$ cat config.mk
export PLATFORM = sky130hd
export DESIGN_NAME = flash_bus_seq
export DESIGN_NICKNAME = d
export VERILOG_FILES = /design/src/rtl/flash_seq_pkg.sv /design/src/rtl/seq_rst_sync.sv /design/src/rtl/seq_phase_timer.sv /design/src/rtl/seq_step_gen.sv /design/src/rtl/flash_bus_seq.sv
export SDC_FILE = /design/constraint.sdc
export NUM_CORES = 1
export LEC_CHECK = 0
export BUFFER_PORTS_ARGS = -buffer_cell sky130_fd_sc_hd__buf_2
export CAP_MARGIN = 30
export CORE_MARGIN = 10
export CORE_UTILIZATION = 49
export CTS_BUF_LIST = sky130_fd_sc_hd__clkbuf_4
export CTS_CLUSTER_DIAMETER = 50
export CTS_CLUSTER_SIZE = 24
export DETAILED_ROUTE_END_ITERATION = 10
export PLACE_DENSITY = 0.82
export SLEW_MARGIN = 0
export SYNTH_ARGS = -nofsm -noshare
export SYNTH_HDL_FRONTEND = slang
export SYNTH_SLANG_ARGS = --single-unit
export TNS_END_PERCENT = 50
$ cat constraint.sdc
create_clock -name clk -period 1.9 [get_ports clk]
set_clock_uncertainty 0.15 [all_clocks]
set_input_delay 0.095 -clock clk [delete_from_list [all_inputs] [get_ports clk]]
set_output_delay 0.095 -clock clk [all_outputs]
set_load 0.02 [all_outputs]
$ cat src/rtl/flash_seq_pkg.sv
package flash_seq_pkg;

  typedef enum logic [3:0] {
    ST_IDLE,
    ST_INIT,
    ST_SEL,
    ST_LO_SET,
    ST_LO_CLK,
    ST_HI_SET,
    ST_HI_CLK,
    ST_WR,
    ST_WR_HOLD,
    ST_TURN,
    ST_RD,
    ST_RD_END,
    ST_DONE
  } seq_state_t;

  localparam logic [15:0] UNLK_ADDR_A = 16'h5555;
  localparam logic [15:0] UNLK_ADDR_B = 16'h2AAA;
  localparam logic [7:0]  UNLK_DATA_A = 8'hAA;
  localparam logic [7:0]  UNLK_DATA_B = 8'h55;

endpackage

$ cat src/rtl/seq_rst_sync.sv
module seq_rst_sync (
  input  logic clk,
  input  logic rst_n,
  output logic rst_sync_n
);
  logic [1:0] sync_q;

  always_ff @(posedge clk or negedge rst_n) begin
    if (!rst_n) sync_q <= 2'b00;
    else        sync_q <= {sync_q[0], 1'b1};
  end

  assign rst_sync_n = sync_q[1];
endmodule

$ cat src/rtl/seq_phase_timer.sv
module seq_phase_timer #(
  parameter int unsigned STROBE_CYC = 2
) (
  input  logic clk,
  input  logic rst_n,
  input  logic clr,
  output logic last
);
  localparam int unsigned CNT_W = $clog2(STROBE_CYC + 1);
  localparam logic [CNT_W-1:0] LAST_V = CNT_W'(STROBE_CYC - 1);

  logic [CNT_W-1:0] cnt_q, cnt_d;

  assign last = (cnt_q == LAST_V);

  always_comb begin
    cnt_d = cnt_q;
    if (clr)        cnt_d = '0;
    else if (!last) cnt_d = cnt_q + 1'b1;
  end

  always_ff @(posedge clk or negedge rst_n) begin
    if (!rst_n) cnt_q <= '0;
    else        cnt_q <= cnt_d;
  end
endmodule

$ cat src/rtl/seq_step_gen.sv
module seq_step_gen
  import flash_seq_pkg::*;
#(
  parameter int unsigned ADDR_W = 16,
  parameter int unsigned DATA_W = 8
) (
  input  logic              unlock,
  input  logic [1:0]        idx,
  input  logic [ADDR_W-1:0] addr,
  input  logic [DATA_W-1:0] wdata,
  output logic [ADDR_W-1:0] step_addr,
  output logic [DATA_W-1:0] step_data,
  output logic              final_step
);
  always_comb begin
    step_addr  = addr;
    step_data  = wdata;
    final_step = 1'b1;
    if (unlock) begin
      final_step = (idx == 2'd2);
      case (idx)
        2'd0: begin
          step_addr = ADDR_W'(UNLK_ADDR_A);
          step_data = DATA_W'(UNLK_DATA_A);
        end
        2'd1: begin
          step_addr = ADDR_W'(UNLK_ADDR_B);
          step_data = DATA_W'(UNLK_DATA_B);
        end
        default: begin
          step_addr = ADDR_W'(UNLK_ADDR_A);
          step_data = wdata;
        end
      endcase
    end
  end
endmodule

$ cat src/rtl/flash_bus_seq.sv
module flash_bus_seq
  import flash_seq_pkg::*;
#(
  parameter int unsigned ADDR_W     = 16,
  parameter int unsigned DATA_W     = 8,
  parameter int unsigned STROBE_CYC = 2
) (
  input  logic              clk,
  input  logic              rst_n,
  input  logic              req_valid,
  input  logic              req_write,
  input  logic              req_unlock,
  input  logic [ADDR_W-1:0] req_addr,
  input  logic [DATA_W-1:0] req_wdata,
  output logic              busy,
  output logic              done,
  output logic [DATA_W-1:0] rd_data,
  output logic [DATA_W-1:0] bus_out,
  output logic              bus_oe,
  input  logic [DATA_W-1:0] bus_in,
  output logic              cs_n,
  output logic              rd_n,
  output logic              wr_n,
  output logic              lat_lo_clk,
  output logic              lat_hi_clk,
  output logic              lat_clr_n
);
  localparam int unsigned BYTE_W = ADDR_W / 2;

  logic              rst_i_n;
  seq_state_t        st_q, st_d;
  logic              wr_q, unlk_q;
  logic [ADDR_W-1:0] addr_q;
  logic [DATA_W-1:0] wdata_q, rd_q;
  logic [1:0]        idx_q, idx_d;
  logic              accept, phase_last, phase_clr;
  logic [ADDR_W-1:0] step_addr;
  logic [DATA_W-1:0] step_data;
  logic              final_step;

  seq_rst_sync u_rst (.clk(clk), .rst_n(rst_n), .rst_sync_n(rst_i_n));

  seq_phase_timer #(.STROBE_CYC(STROBE_CYC)) u_timer (
    .clk(clk), .rst_n(rst_i_n), .clr(phase_clr), .last(phase_last)
  );

  seq_step_gen #(.ADDR_W(ADDR_W), .DATA_W(DATA_W)) u_step (
    .unlock(unlk_q), .idx(idx_q), .addr(addr_q), .wdata(wdata_q),
    .step_addr(step_addr), .step_data(step_data), .final_step(final_step)
  );

  assign accept    = (st_q == ST_IDLE) && req_valid;
  assign phase_clr = (st_d != st_q);

  // next-state logic
  always_comb begin
    st_d  = st_q;
    idx_d = idx_q;
    case (st_q)
      ST_INIT:    st_d = ST_IDLE;
      ST_IDLE:    if (req_valid) begin st_d = ST_SEL; idx_d = 2'd0; end
      ST_SEL:     st_d = ST_LO_SET;
      ST_LO_SET:  st_d = ST_LO_CLK;
      ST_LO_CLK:  if (phase_last) st_d = ST_HI_SET;
      ST_HI_SET:  st_d = ST_HI_CLK;
      ST_HI_CLK:  if (phase_last) st_d = (wr_q || unlk_q) ? ST_WR : ST_TURN;
      ST_WR:      if (phase_last) st_d = ST_WR_HOLD;
      ST_WR_HOLD: begin
        if (final_step) st_d = ST_DONE;
        else begin st_d = ST_LO_SET; idx_d = idx_q + 2'd1; end
      end
      ST_TURN:    st_d = ST_RD;
      ST_RD:      if (phase_last) st_d = ST_RD_END;
      ST_RD_END:  st_d = ST_DONE;
      ST_DONE:    st_d = ST_IDLE;
      default:    st_d = ST_IDLE;
    endcase
  end

  // state and request registers
  always_ff @(posedge clk or negedge rst_i_n) begin
    if (!rst_i_n) begin
      st_q    <= ST_INIT;
      idx_q   <= 2'd0;
      wr_q    <= 1'b0;
      unlk_q  <= 1'b0;
      addr_q  <= '0;
      wdata_q <= '0;
      rd_q    <= '0;
    end else begin
      st_q  <= st_d;
      idx_q <= idx_d;
      if (accept) begin
        wr_q    <= req_write;
        unlk_q  <= req_unlock;
        addr_q  <= req_addr;
        wdata_q <= req_wdata;
      end
      if (st_q == ST_RD && phase_last) rd_q <= bus_in;
    end
  end

  // output decode
  always_comb begin
    bus_out = '0;
    case (st_q)
      ST_LO_SET, ST_LO_CLK: bus_out = DATA_W'(step_addr[BYTE_W-1:0]);
      ST_HI_SET, ST_HI_CLK: bus_out = DATA_W'(step_addr[ADDR_W-1:BYTE_W]);
      ST_WR, ST_WR_HOLD:    bus_out = step_data;
      default:              bus_out = '0;
    endcase
  end

  assign bus_oe     = (st_q inside {ST_LO_SET, ST_LO_CLK, ST_HI_SET, ST_HI_CLK, ST_WR, ST_WR_HOLD});
  assign cs_n       = (st_q inside {ST_IDLE, ST_INIT, ST_DONE});
  assign rd_n       = (st_q != ST_RD);
  assign wr_n       = (st_q != ST_WR);
  assign lat_lo_clk = (st_q == ST_LO_CLK);
  assign lat_hi_clk = (st_q == ST_HI_CLK);
  assign lat_clr_n  = (st_q != ST_INIT);
  assign busy       = (st_q != ST_IDLE);
  assign done       = (st_q == ST_DONE);
  assign rd_data    = rd_q;

  // assertions
  a_r5_strobes_exclusive: assert property (@(posedge clk) disable iff (!rst_i_n)
    !(!rd_n && !wr_n));
  a_r5_no_contention: assert property (@(posedge clk) disable iff (!rst_i_n)
    !(bus_oe && !rd_n));
  a_r2_clks_exclusive: assert property (@(posedge clk) disable iff (!rst_i_n)
    !(lat_lo_clk && lat_hi_clk));
  a_r2_lo_setup: assert property (@(posedge clk) disable iff (!rst_i_n)
    $rose(lat_lo_clk) |-> ($stable(bus_out) && $past(bus_oe)));
  a_r2_hi_setup: assert property (@(posedge clk) disable iff (!rst_i_n)
    $rose(lat_hi_clk) |-> ($stable(bus_out) && $past(bus_oe)));
  a_r4_turnaround: assert property (@(posedge clk) disable iff (!rst_i_n)
    $fell(rd_n) |-> !$past(bus_oe));
  a_r6_select_held: assert property (@(posedge clk) disable iff (!rst_i_n)
    (!wr_n || !rd_n || lat_lo_clk || lat_hi_clk) |-> !cs_n);
  a_r7_done_pulse: assert property (@(posedge clk) disable iff (!rst_i_n)
    done |=> (!done && !busy));
  a_r7_busy_from_req: assert property (@(posedge clk) disable iff (!rst_i_n)
    ($rose(busy) && $past(lat_clr_n)) |-> $past(req_valid));
endmodule

Word-level counts from Yosys, hierarchy flattened
Cells that the tools add are included.

storage, ports and cells
  logic and storage cells = 65
  input port bits = 37
  output and inout port bits = 25
  bits in registers = 44

cells by class
  $add $sub $neg = 2
  equality and inequality tests = 22
  multiplexer cells = 19
  reduce and logical (&&, ||, !) cells = 13

operator list
  cell                   number
  $pmux W4 S11           1
  $mux W4                7
  $pmux W8 S3            1
  $eq A4 B4 Y1 const B   5
  $eq A4 B3 Y1 const B   4
  $mux W16               1
  $pmux W8 S2            1
  $mux W15               1
  $eq A4 B2 Y1 const B   2
  $mux W2                4
  $mux W8                1
  $reduce_bool A6 Y1     1
  $reduce_or A2 Y1       3
  $add A2 B1 Y2 const B  2
  $eq A2 B1 Y1 const B   2
  $eq A4 B1 Y1 const B   1
  $logic_not A4 Y1       1
  $ne A2 B2 Y1 const B   2
  $ne A4 B1 Y1 const B   1
  $ne A4 B3 Y1 const B   1
  $ne A4 B4 Y1           1
  $ne A4 B4 Y1 const B   1
  $pmux W2 S2            1
  $reduce_bool A4 Y1     1
  other kinds (9)        10

Depth between registers and ports, before layout
  word-level depth = 6
  gate-level depth with buffers = 8
  mapped depth without buffers = 7

Hierarchy
A second synthesis with hierarchy kept.

unflattened totals
  cell total of the unflattened synthesis = 204
  area total of the unflattened synthesis = 2422.3 um^2

by module, submodules not included
  module           cells each  times used  area each (um^2)  seq. area each (um^2)
  flash_bus_seq    153         1           2001.9            1002.2
  seq_step_gen     40          1           274.0             0.0
  seq_phase_timer  8           1           92.6              50.0
  seq_rst_sync     3           1           53.8              50.0

Least setup slack after synthesis
No wires, ideal clock.

  kind = flip-flop to output port
  start point = register st_q[1]
  end point = output bus_out[6]
  stages on the path, launching flop included = 6
  setup slack = -0.088 ns
  buffers on the path = 1
  arrival = 1.743 ns
  required time = 1.655 ns
  cells stage by stage = dfrtp_1 -> buf_6 -> or4b_4 -> and2_4 -> or2_4 -> o221ai_2

between the ends
  word-level cells in the longest chain between the ends = 3
  elaborated cells between the ends (all ways) = 10
  classes of those cells = 6 x eq/ne; 1 x mux; 3 x reduce/logical

ends and longest elaborated chain
  what                                        line                  RTL
  start: declaration                          flash_bus_seq.sv:31   seq_state_t st_q, st_d;
  start signal: assignment                    flash_bus_seq.sv:91   st_q <= st_d;
  $eq A4 B3 Y1, or another cell as far along  flash_bus_seq.sv:106  case (st_q)
  $reduce_or A2 Y1                            flash_bus_seq.sv:106
  $pmux W8 S3 (*)                             flash_bus_seq.sv:106
  end: declaration                            flash_bus_seq.sv:18   output logic [DATA_W-1:0] bus_out,

Every way passes the cells marked *; elsewhere a longest branch is shown, timed or not.

Worst setup path after layout
  start point = register st_q[1]
  end point = output bus_out[2]

The elaborated chain is that of the path after synthesis.

==> results.md <==
* Run status: finished with violations
* Failing checks: setup timing
* Slew HR at 0.638
* DRC at 0
* P_leak at 0.00163 µW
* Clock slew at reported path FFs at 0.14 ns
* Crit-path cells: or3b_4 > a21oi_4 > nor2_2 > or3b_4 > o221ai_4 > buf_6
* Crit end category: output port
* First-pass GRT wire length at 11.2 mm
* Fin area at 0.00357 mm²
* Fmax at 416 MHz
* H-tree depth at 2
* DRT iter0 DRCs at 113
* Seq/Total Area, Yosys at 0.477
* Layout Nets at 376
* Synth-to-Final Area Change at 54.4%
* # fillers at 247
* Fin crit period at 2.40 ns
* CTS Sinks at 44
* Total global routing overflow at 0
* TNS Setup at -4.66 ns
* PortBufs at 61
* Most frequent CP cell: or3b_4
* Reg area at 0.00110 mm²
* Crit Path Max Fanout at 4
* Number of synthesized flops with an enable pin at 0
* Synth warn at 0
* Critical Path Start Type: flip-flop
* Die Ht at 88.7 µm
* Worst-Skew Late Latency at 0.38 ns
* Count of final setup violators at 18
* Fin util at 0.798
* RSZ-0062 raised after global routing: yes
* Top FF cell, synth: dfrtp_1
* Stages on worst setup path at 6
* Worst-Margin Slew at 0.543 ns
* Synth area leaders: dfrtp_1 (47%), mux2_2 (17%), nor2_1 (2.8%), o221ai_2 (2.6%), nand2_1 (2.4%)
* Rows at 24
* Most frequent cells after synthesis: dfrtp_1 (43), mux2_2 (35), nor2_1 (17)
* DP Area at 0.00287 mm²
* CORE AREA at 0.00447 mm²
* Crit path kind: flip-flop to output port
* Worst R2R Setup Slack at -0.20 ns
* Die ar. at 0.00787 mm²
* CTS tree: yes
* CTS max path bufs at 2
* Critical path's top delay family: simple AND/OR/NAND/NOR gates
* Max_cap viols at 0
* Final period utilization at 1.27
* Vias per cell at 5.54
* Top cell type's share of synthesized area at 0.465
* Final hold vios at 0
* Post-synth top area cell: dfrtp_1
* Crit path required time at 1.65 ns
* Final worst setup slack at -0.505 ns
* Worst R2R Start: st_q[0]
* HP Class: flip-flop to async pin
* Worst path bufs/invs at 1
* Multi-input logic area at 0.00132 mm²
* Layout cells sized above 1 at 0.485
* Post-route ant nets at 0
* CTS root buffer: clkbuf_4
* FF+latch count, synth at 44
* Ports at 62
* Total iterations of the first detailed-routing run at 4
* RD Place Congestion at 0.817
* R2r endpoint: u_timer.cnt_q[0]
* Synthesized Nets at 253
* Pwr dens at 1670 mW/mm²
* Routed WL at 7.48 mm
* Slowest stage delay, CP at 0.46 ns
* Worst slack at placement at -0.123 ns
* Initial antenna violation count at 0
* Via count at 2150
* Antenna cells at 0
* WL/cell at 19.3 µm
* Worst reg-to-reg path cell count at 7
* Mapped Cells at 212
* Asr flop ratio synth at 1.00
* Total CTS buffers at 5
* GRT Overall Usage at 0.182
* VDD IR-drop max at 0.776 mV
* Synth cell types at 40
* Slowest stage cell on the critical path: dfrtp_1
* Dpl hpwl at 4.46 mm
* Syn Area/Cell at 10.9 µm²
* Slew Limit Fails at 0
* Vias in the first global route at 2281
* Starting density of the core at 0.517
* Largest net degree at the start of global routing at 43
* CP arrival at 2.16 ns
* Cell Area, Synth at 0.00231 mm²
* Most frequent cell after synthesis: dfrtp_1
* Die X at 88.7 µm
[cell type report]
cell class,count,share of cell area
clock buffer,6,0.0126
clock inverter,2,0.00315
inverter,5,0.00526
multi-input combinational,150,0.369
sequential,44,0.309
tap,52,0.0182
timing repair buffer,129,0.282
[routing by layer]
metal	up-vias	GRT usage	routed length (µm)
li1	999	-	-
met1	1042	0.194	2760
met2	94	0.319	3950
met3	15	0.0616	606
met4	0	0.0837	165
met5	-	0	0
[worst reg2reg max path, cell delays in order, from the launching register on]
cell,delay (ns)
dfstp_2,0.61
and2b_2,0.25
buf_6,0.11
buf_6,0.10
a22o_1,0.20
a211o_1,0.26
mux2i_1,0.14
nor3_1,0.20
[power by group]
group	switching, µW	total (µW)	internal, µW
Sequential	319	1640	1320
Combinational	1910	3850	1940
Clock	326	482	155
[cell usage in the layout (no fill, tap or decap), types with 7 or more instances in the layout]
cell,count
nor2_1,14
o21ai_0,7
mux2_4,16
a21oi_1,8
nand2_1,14
dlygate4sd3_1,37
dfrtp_1,41
buf_4,24
buf_6,13
buf_2,52
mux2_2,19
[metrics by stage]
stage,hold slack [ns],power (µW),std cells
4_1_cts,0.00504,5480,382
5_1_grt,0.219,6300,388
6_report,0.163,5970,388
3_5_place_dp,-0.268,4580,337
3_3_place_gp,-0.269,4470,337
2_1_floorplan,-0.351,3660,212
[logic make-up (layout without fill, tap and decap cells)]
kind of cell / after synthesis / after routing / synth area share
xor gates and xnor gates: 1 / 1 / 0.00379
muxes: 36 / 36 / 0.175
and+or+nand+nor: 67 / 67 / 0.150
adders and majority gates: 4 / 4 / 0.0216
buffers and inverters: 18 / 142 / 0.0406
other: 1 / 1 / 0.00162
DFF: 44 / 44 / 0.477
AOI/OAI and AO/OA: 41 / 41 / 0.130
[state kept, by name, indices dropped and copies added (netlist names)]
| name | count |
|---|---|
| wdata_q | 8 |
| wr_q | 1 |
| st_q | 4 |
| u_timer.cnt_q | 2 |
| u_rst.sync_q | 2 |
| idx_q | 2 |
| rd_data | 8 |
| unlk_q | 1 |
| addr_q | 16 |
[how the worst max path moves through the flow]
stage          startpoint          to  slack [ns]
4_1_cts           st_q[1]  bus_out[0]       -0.48
3_5_place_dp      st_q[1]   addr_q[2]       -0.12
3_3_place_gp      st_q[1]  wdata_q[2]       -0.07
6_report          st_q[1]  bus_out[2]       -0.50
2_1_floorplan     st_q[1]  bus_out[0]       -0.04
5_1_grt           st_q[1]  bus_out[0]       -0.58
[what timing repair did]
action                     4_1_cts  5_1_grt
hold endpoints to repair        36        1
hold buffers                    36        1
setup endpoints to repair       49       46
pin swaps                       12        8
setup buffers                    2        6
gates resized for setup         29       37
No activity file was read; power rests on OpenSTA's default activity.
